$ cat src/rtl/evt_mode_pkg.sv
package evt_mode_pkg;

  typedef enum logic {
    MODE_LEGACY  = 1'b0,
    MODE_EXPOSED = 1'b1
  } evtMode_t;

  typedef struct packed {
    logic bootEdge;   // boot boundary: load active, re-arm pending, restart seen
    logic reqHit;     // support request observed this cycle
  } modeStrobes_t;

endpackage

$ cat src/rtl/evt_mode_ctrl.sv
module evt_mode_ctrl
  import evt_mode_pkg::*;
(
  input  logic         clk,
  input  logic         coldRstN,
  input  logic         bootPulse,
  input  logic         supportReq,
  output modeStrobes_t strobes
);

  always_comb begin
    strobes.bootEdge = bootPulse;
    strobes.reqHit   = supportReq;
  end

  // a request outside a boot pulse must arm the exposed mode.
  assert_req_arms_R2: assert property (@(posedge clk) disable iff (!coldRstN)
    (supportReq && !bootPulse) |-> (strobes.reqHit && !strobes.bootEdge));

endmodule

$ cat src/rtl/evt_mode_dp.sv
module evt_mode_dp
  import evt_mode_pkg::*;
(
  input  logic         clk,
  input  logic         coldRstN,
  input  modeStrobes_t strobes,
  output evtMode_t     activeQ,
  output evtMode_t     pendingQ
);

  logic seenQ;

  always_ff @(posedge clk or negedge coldRstN) begin
    if (!coldRstN) begin
      seenQ    <= 1'b0;
      pendingQ <= MODE_LEGACY;
      activeQ  <= MODE_LEGACY;
    end else if (strobes.bootEdge) begin
      activeQ  <= pendingQ;
      pendingQ <= evtMode_t'(seenQ | strobes.reqHit);
      seenQ    <= strobes.reqHit;
    end else begin
      seenQ <= seenQ | strobes.reqHit;
      if (strobes.reqHit) pendingQ <= MODE_EXPOSED;
    end
  end

  assert_req_sets_pending_R2: assert property (@(posedge clk) disable iff (!coldRstN)
    (strobes.reqHit && !strobes.bootEdge) |=> (pendingQ == MODE_EXPOSED));

  assert_active_stable_R3: assert property (@(posedge clk) disable iff (!coldRstN)
    !strobes.bootEdge |=> $stable(activeQ));

  assert_active_loads_R3: assert property (@(posedge clk) disable iff (!coldRstN)
    strobes.bootEdge |=> (activeQ == $past(pendingQ)));

  assert_pending_rearm_R4: assert property (@(posedge clk) disable iff (!coldRstN)
    strobes.bootEdge |=> (pendingQ == evtMode_t'($past(seenQ) | $past(strobes.reqHit))));

endmodule

$ cat src/rtl/evt_mode_sel.sv
module evt_mode_sel
  import evt_mode_pkg::*;
(
  input  logic clk,
  input  logic coldRstN,
  input  logic bootPulse,
  input  logic supportReq,
  output logic activeMode,
  output logic pendingMode,
  output logic legacyEn,
  output logic modeChange
);

  modeStrobes_t strobes;
  evtMode_t     activeQ;
  evtMode_t     pendingQ;

  evt_mode_ctrl i_ctrl (
    .clk        (clk),
    .coldRstN   (coldRstN),
    .bootPulse  (bootPulse),
    .supportReq (supportReq),
    .strobes    (strobes)
  );

  evt_mode_dp i_dp (
    .clk      (clk),
    .coldRstN (coldRstN),
    .strobes  (strobes),
    .activeQ  (activeQ),
    .pendingQ (pendingQ)
  );

  always_comb begin
    activeMode  = (activeQ == MODE_EXPOSED);
    pendingMode = (pendingQ == MODE_EXPOSED);
    legacyEn    = (activeQ == MODE_LEGACY);
    modeChange  = (activeQ != pendingQ);
  end

  // immediately after cold reset the block reports legacy.
  assert_cold_legacy_R1: assert property (@(posedge clk)
    !coldRstN |-> (!activeMode && !pendingMode && legacyEn));

endmodule

$ cat config.mk
export PLATFORM = sky130hd
export DESIGN_NAME = evt_mode_sel
export DESIGN_NICKNAME = d
export VERILOG_FILES = /design/src/rtl/evt_mode_pkg.sv /design/src/rtl/evt_mode_ctrl.sv /design/src/rtl/evt_mode_dp.sv /design/src/rtl/evt_mode_sel.sv
export SDC_FILE = /design/constraint.sdc
export NUM_CORES = 1
export LEC_CHECK = 0
export CAP_MARGIN = 20
export CELL_PAD_IN_SITES_DETAIL_PLACEMENT = 1
export CELL_PAD_IN_SITES_GLOBAL_PLACEMENT = 2
export CORE_AREA = 8 8 45 47
export CTS_CLUSTER_DIAMETER = 200
export CTS_CLUSTER_SIZE = 30
export DETAILED_ROUTE_END_ITERATION = 12
export DIE_AREA = 0 0 53 55
export PLACE_DENSITY_LB_ADDON = 0.05
export SETUP_SLACK_MARGIN = 0.4
export SYNTH_ARGS = -nofsm -noshare
export SYNTH_HDL_FRONTEND = slang
export SYNTH_SLANG_ARGS = --single-unit
$ cat constraint.sdc
create_clock -name clk -period 1.85 [get_ports clk]
set_input_delay 0.37 -clock clk [delete_from_list [all_inputs] [get_ports clk]]
set_output_delay 0.37 -clock clk [all_outputs]
set_load 0.05 [all_outputs]
Yosys cells after proc, flatten, opt, wreduce, memory -nomap -nowiden
Cells that the tools add are included.
{ "classes": {"n_eq_ne": 1, "n_mux": 3, "bitwise_logic": 2, "n_reduce_logical": 1} }
{ "ops": {"columns": ["op", "n"], "rows": [
  ["1-bit two-way mux", 3],
  ["2-bit nonzero test", 1],
  ["1-bit != test", 1],
  ["1-bit inverter", 1],
  ["1-bit OR", 1]
]} }
{ "totals": {"ff_bits": 3, "inputBits": 4, "output_inout_bits": 4, "word_cells": 10} }

Depth between registers and ports, before layout
Gate-level depths: netlist (run 1).
{ "depth": {"ltp_word": 2, "ltp_mapped": 2, "mapped_depth_nobuf": 2} }

Cells and area by module
A second synthesis (run 1) with hierarchy kept.
{ "hier_totals": {"cells_unflattened": 12, "hier_area_um2": 140.1} }
{ "modules_own_cells": {"columns": ["mod", "n_inst", "cells_per_inst", "area_each_um2", "seq_area_each_um2"], "rows": [
  ["evt_mode_dp", 1, 8, 112.6, 75.1],
  ["evt_mode_ctrl", 1, 2, 15.0, 0.0],
  ["evt_mode_sel", 1, 2, 12.5, 0.0]
]} }

Least setup slack after synthesis (run 1)
Ideal clock, no wire load.
{ "synth_timing": {"path_kind": "flip-flop to output port", "start": "reg i_dp.pendingQ", "end": "out modeChange", "arrival_ns": 1.468, "required_ns": 1.480, "path_slack_ns": 0.012, "stages_incl_launch_ff": 2, "path_buffers": 0, "path_cell_list": "dfrtp_1 > xor2_1"} }
{ "synth_between": {"elab_chain_cells": 1} }
{ "synth_lines": {"columns": ["item", "line_no", "source"], "rows": [
  ["from (decl)", "evt_mode_dp.sv:8", "output evtMode_t pendingQ"],
  ["from (signal assigned)", "evt_mode_dp.sv:20", "pendingQ <= evtMode_t'(seenQ | strobes.reqHit);"],
  ["1-bit != test", "evt_mode_sel.sv:38", "modeChange = (activeQ != pendingQ);"],
  ["to (decl)", "evt_mode_sel.sv:11", "output logic modeChange"]
]} }
Every way passes these cells.

Worst setup path after layout (run 1)
{ "layout_timing": {"start": "reg i_dp.activeQ", "end": "out modeChange"} }
{ "layout_between": {"elab_chain_cells": 1} }
{ "layout_lines": {"columns": ["item", "line_no", "source"], "rows": [
  ["from (decl)", "evt_mode_dp.sv:7", "output evtMode_t activeQ,"],
  ["from (signal assigned)", "evt_mode_dp.sv:19", "activeQ <= pendingQ;"],
  ["1-bit != test", "evt_mode_sel.sv:38", null]
]} }
Every way passes these cells.

==> flow_summary_export.csv, run 1 <==
group,metric,value,unit
die,fp.dieH,55,um
die,core_area,1384,um2
worst_setup_path,setup.worst_path.start,"i_dp.activeQ",
worst_setup_path,critPathSlowestCell,"dfrtp_2",
clock_tree,clk_latency,0.23,ns
synthesis,ys_seq_area_share,61.22,%
route,ant_nets,0,
global_route,grt_first_pass_wirelength,759,um
clock_tree,root_buffer,"clkbuf_4",
run_status,status,"finished, final reports clean",
die,die_w,53,um
finish,area_growth,120.4,%
flow_run,maxCapViolCount,0,
timing,period_share,75.28,%
timing,finalWorstPathRequiredPeriod,1.393,ns
synthesis,ys_ff_latch,3,
pwr,combPwrFrac,30.5,%
clock_tree,clkTransAtPathRegs,0.04,ns
clock_tree,cts.sink_count,3,
timing,hold_viol,0,
place,place.gp.congestion,0.5619,
timing,slew_viol_final,0,
pwr,p_sw,0.09151,mW
worst_setup_path,r2r_start,"i_dp.pendingQ",
worst_setup_path,worstSetupPathType,"reg2out",
route,wl_met2,160,um
global_route,grt_usage,4.050,%
synthesis,ys_types,8,
pwr,power_density,1040,nW/um2
finish,drive_gt1_share,47.83,%
pwr,p_seq_share,28.4,%
synthesis,yosys.area.top_type,"dfrtp_1",
worst_setup_path,cp_max_fo,3,
global_route,antenna_found_initial,0,
pwr,p_clk_share,41.0,%
route,top_layer,"met3",
clock_tree,cts_buffer_depth,2,
clock_tree,cts_tree,"done",
route,vias,125,
worst_setup_path,endpoint,"modeChange",
pwr,switching_share,32.54,%
worst_setup_path,cp.arrival,1.02,ns
global_route,grt_max_degree,5,
synthesis,synthArstFlopShare,100.0,%
global_route,grt.overflow.total,0,
timing,finClkSkew,0.005882,ns
place,dp_hpwl,344.7,um
synthesis,avgSynthCellArea,11.15,um2
synthesis,synth.net_count,15,
route,drtPass1Iterations,2,
worst_setup_path,slowest_delay,0.44,ns
finish,antenna_cells,0,
die,initial_core_util,8.861,%
worst_setup_path,rrSetupSlack,0.85,ns
worst_hold_path,hold_path.class,"in2async",
place,io_buffer_count,7,
timing,tightest_slew,0.1615,ns
worst_setup_path,rr_endpoint,"i_dp.pendingQ",
timing,finalSetupViolations,0,
route,drtIter0Drc,3,
worst_setup_path,crit_path_end_kind,"primary output",
synthesis,netlist_area,122.6,um2
worst_setup_path,required,1.48,ns
die,pin_count,8,
worst_setup_path,worst-r2r-cell-count,2,
worst_setup_path,worst_setup_path_start_kind,"flop",
synthesis,synth_top_area_share,61.22,%
timing,tns,0,ns
route,remaining_drc_errors,0,
route,dr_wl_met3,69,um
finish,final_util,19.53,%
route,viasPerCell,3.205,
timing,rsz0062_at_grt,"false",
finish,final_nets,28,
synthesis,syn_inst,11,
route,wl_met1,188,um
synthesis,yosys_warnings,0,
synthesis,ys_top_cells_by_area,"dfrtp_1 61%, a211o_1 7.1%, xor2_1 7.1%",
die,die_area,2915,um2
pwr,ir_drop,240.7,uV
worst_setup_path,worstPathCellList,"xor2_4 > buf_12",
global_route,grt_pass1_vias,146,
clock_tree,htreeDepth,1,
timing,relSlewSlack,89.20,%
route,wirelength,418,um
route,avgRoutedWirePerCell,10.72,um
die,rows,14,
synthesis,synth_ff_type,"dfrtp_1",
pwr,p_leak,0.1189,nW
synthesis,synth-edff-count,0,
clock_tree,cts_buffers,3,
synthesis,synth_common_cells,"3 x dfrtp_1, 2 x inv_1",
synthesis,synthMostInstantiatedCell,"dfrtp_1",
pwr,internal-power,0.1897,mW
timing,fmax,718.1,MHz
## routing by layer
metal  GRT usage, %  vias to the layer above
met5              0                        -
met1          4.122                       58
met4          2.586                        0
li1               -                       59
met2          4.297                        8
met3          5.080                        0
## worst max-delay path, delay by kind of cell (launching register included)
| kind | cells | cell delay (ns) |
|---|---|---|
| flip-flops | 1 | 0.44 |
| XOR/XNOR | 1 | 0.20 |
| buffers and inverters | 1 | 0.15 |
## worst min path at each step
stage	endpoint	startpoint	slack (ns)	depth (start not counted)
after global routing	i_dp.activeQ	coldRstN	0.33	1
after global placement	i_dp.seenQ	i_dp.seenQ	0.45	1
after detailed placement	i_dp.seenQ	i_dp.seenQ	0.46	1
after CTS	i_dp.activeQ	coldRstN	0.33	1
after floorplan	i_dp.activeQ	coldRstN	0.07	0
final	i_dp.activeQ	coldRstN	0.33	1
## layout make-up
| type | count | area, um2 |
|---|---|---|
| Clock buffer | 4 | 26.28 |
| Fill cell | 158 | 1114 |
| Inverter | 2 | 7.507 |
| Multi-Input combinational cell | 6 | 58.81 |
| Sequential cell | 3 | 77.57 |
| Tap cell | 16 | 20.02 |
| Timing Repair Buffer | 8 | 80.08 |
## layout by cell type, fill, tap and decap left out
cell type / count
a21o_1: 1
xor2_4: 1
buf_12: 1
clkdlybuf4s50_1: 3
o21ai_0: 1
clkbuf_4: 3
nand2_1: 1
a211o_1: 1
and2_1: 1
inv_1: 2
dfrtp_2: 2
dfrtp_1: 1
clkbuf_1: 1
buf_4: 4
## through the flow
stage | area (um2) | setup slack [ns] | cells | power (mW) | hold WS [ns]
after global routing | 270.3 | 0.4117 | 39 | 0.3035 | 0.3277
after detailed placement | 235.2 | 0.4391 | 34 | 0.1654 | 0.4633
after floorplan | 142.6 | 0.3936 | 11 | 0.1257 | 0.07441
after global placement | 235.2 | 0.4559 | 34 | 0.1649 | 0.4499
after CTS | 261.5 | 0.4082 | 38 | 0.2874 | 0.3272
final | 270.3 | 0.4574 | 39 | 0.2812 | 0.3275
## what timing repair did
action | CTS | global route
hold buffers | 0 | 0
endpoints found under the setup margin | 0 | 1
buffers inserted | 0 | 1
hold endpoints to repair | 0 | 0
resized for setup | 0 | 1
## power groups by stage
stage / clock, mW / sequential (mW) / combinational [mW]
floorplan: 0 / 0.0924 / 0.0333
global placement: 0 / 0.0810 / 0.0840
detailed placement: 0 / 0.0809 / 0.0845
CTS: 0.123 / 0.0801 / 0.0847
global route: 0.131 / 0.0813 / 0.0910
finish: 0.115 / 0.0799 / 0.0859
## state kept, by name (all words and copies together) (netlist names)
signal         cells
i_dp.activeQ       1
i_dp.pendingQ      1
i_dp.seenQ         1
## logic make-up (layout without fill, tap and decap cells)
family | count (synthesis) | after routing | synth area share [%]
AO/OA/AOI/OAI | 3 | 3 | 17.35
flip-flops | 3 | 3 | 61.22
AND/OR/NAND/NOR | 2 | 2 | 8.164
buffers and inverters | 2 | 14 | 6.125
XOR/XNOR | 1 | 1 | 7.144
Power figures use the tool's default switching activity.
==> run 2: changes to the inputs <==
Clock period 1.85 ns to 1.34 ns, I/O delays scaled along.
==> run 2 against run 1 <==
Wire length grew 15%. Clock power is 40% higher. Worst hold slack got worse by 0.11 ns. Cell count rose by 5.1%. Design area is 20% higher. Combinational power up 78%. Via count is 6.4% higher. Largest power group unchanged.
==> flow_summary_export.csv, run 2 (same netlist as run 1, synthesis figures left out) <==
group,metric,value,unit
timing,finClkSkew,0.002879,ns
clock_tree,clk_latency,0.23,ns
run_status,status,"finished, final reports clean",
pwr,ir_drop,407.6,uV
worst_setup_path,cp.arrival,1.03,ns
global_route,grt.overflow.total,0,
route,wirelength,479,um
finish,final_cell_area,325.3,um2
die,fp.dieH,55,um
pwr,power_density,1306,nW/um2
global_route,grt_first_pass_wirelength,876,um
clock_tree,cts_buffer_depth,2,
die,core_area,1384,um2
route,ant_nets,0,
timing,finalSetupViolations,0,
timing,fmax,772.7,MHz
clock_tree,cts_buffers,3,
worst_setup_path,required,1.07,ns
clock_tree,root_buffer,"clkbuf_4",
route,viasPerCell,3.244,
die,initial_core_util,8.861,%
place,io_buffer_count,7,
worst_setup_path,endpoint,"modeChange",
route,drtPass1Iterations,1,
finish,area_growth,165.3,%
die,die_area,2915,um2
finish,fillCellCount,163,
worst_setup_path,rr_endpoint,"i_dp.pendingQ",
die,pin_count,8,
timing,tightest_slew,0.1493,ns
timing,whs,0.2186,ns
clock_tree,htreeDepth,1,
worst_setup_path,rrSetupSlack,0.37,ns
die,die_w,53,um
worst_setup_path,crit_path_end_kind,"primary output",
route,avgRoutedWirePerCell,11.68,um
finish,final-instance-count-excl-fill,41,
worst_setup_path,cp_max_fo,3,
timing,finalWorstPathRequiredPeriod,1.294,ns
place,dp.cells,34,
finish,antenna_cells,0,
place,place_area,274.0,um2
timing,tns,0,ns
clock_tree,cts_tree,"done",
pwr,power.total,0.4249,mW
route,vias,133,
worst_setup_path,setup.worst_path.start,"i_dp.pendingQ",
global_route,grt_usage,4.543,%
finish,drive_gt1_share,56.00,%
global_route,grt_max_degree,5,
clock_tree,cts.sink_count,3,
pwr,p_leak,0.1441,nW
place,place.gp.congestion,0.5452,
worst_hold_path,hold_path.class,"in2async",
timing,period_share,96.58,%
finish,final_cell_mix,"4 x buf_12, 3 x clkbuf_4, 2 x dfrtp_2, 2 x clkdlybuf4s50_1, 2 x buf_4",
flow_run,maxCapViolCount,0,
finish,layout_commonest_cell,"buf_12",
route,drtIter0Drc,0,
finish,final_nets,30,
global_route,grt_pass1_vias,188,
global_route,antenna_found_initial,0,
worst_setup_path,worst_setup_path_start_kind,"flop",
timing,relSlewSlack,90.05,%
worst_setup_path,worstSetupPathType,"reg2out",
timing,rsz0062_at_grt,"true",
timing,hold_viol,0,
clock_tree,clkTransAtPathRegs,0.04,ns
finish,reg_top3,"i_dp.activeQ x1, i_dp.pendingQ x1, i_dp.seenQ x1",
worst_setup_path,worst-r2r-cell-count,2,
clock_tree,postCtsHoldBufs,0,
route,remaining_drc_errors,0,
die,rows,14,
timing,slew_viol_final,0,
worst_setup_path,r2r_start,"i_dp.pendingQ",
## run 2: critical path, stage by stage, from the launching register on
cell and delay [ns]:
dfrtp_2 0.44, xor2_4 0.20, buf_12 0.15
## run 2: worst min path at each step
stage / start / to / slack [ns] / cells after the start
2_1_floorplan: coldRstN / i_dp.activeQ / -0.03 / 0
3_3_place_gp: i_dp.seenQ / i_dp.seenQ / 0.45 / 1
3_5_place_dp: i_dp.seenQ / i_dp.seenQ / 0.46 / 1
4_1_cts: coldRstN / i_dp.seenQ / 0.22 / 1
5_1_grt: coldRstN / i_dp.seenQ / 0.22 / 1
6_report: coldRstN / i_dp.seenQ / 0.22 / 1
## run 2: cell type report
type                       instances  area (um2)  share of cell area, %
multi-input combinational          6       58.81                  18.08
sequential                         3       77.57                  23.85
inverter                           2       7.507                  2.308
tap                               16       20.02                  6.154
timing repair buffer              10       135.1                  41.54
clock buffer                       4       26.28                  8.077
## run 2: metal layers
layer	vias up	routed length (um)	GRT usage, %
li1	61	-	-
met1	64	170	3.817
met2	8	252	7.227
met3	0	56	2.406
met4	0	0	5.172
met5	-	0	0
## run 2: through the flow
stage | setup slack (ns) | utilization, %
after floorplan | 0.1363 | -
after global placement | 0.05142 | 19.80
after detailed placement | 0.02011 | 19.80
after CTS | 0.03831 | 23.24
after global routing | 0.004067 | 23.51
final | 0.04581 | 23.51
## run 2: repair_timing
| item | in CTS | in global routing |
|---|---|---|
| gates resized for setup | 2 | 1 |
| setup buffers | 3 | 0 |
| pin swaps | 1 | 0 |
| endpoints found under the setup margin | 5 | 5 |
## run 2: report_power, final
part | total, mW | switching (mW) | internal [mW]
Combinational | 0.153 | 0.0748 | 0.0783
Sequential | 0.111 | 0.0117 | 0.0992
Clock | 0.161 | 0.0491 | 0.112
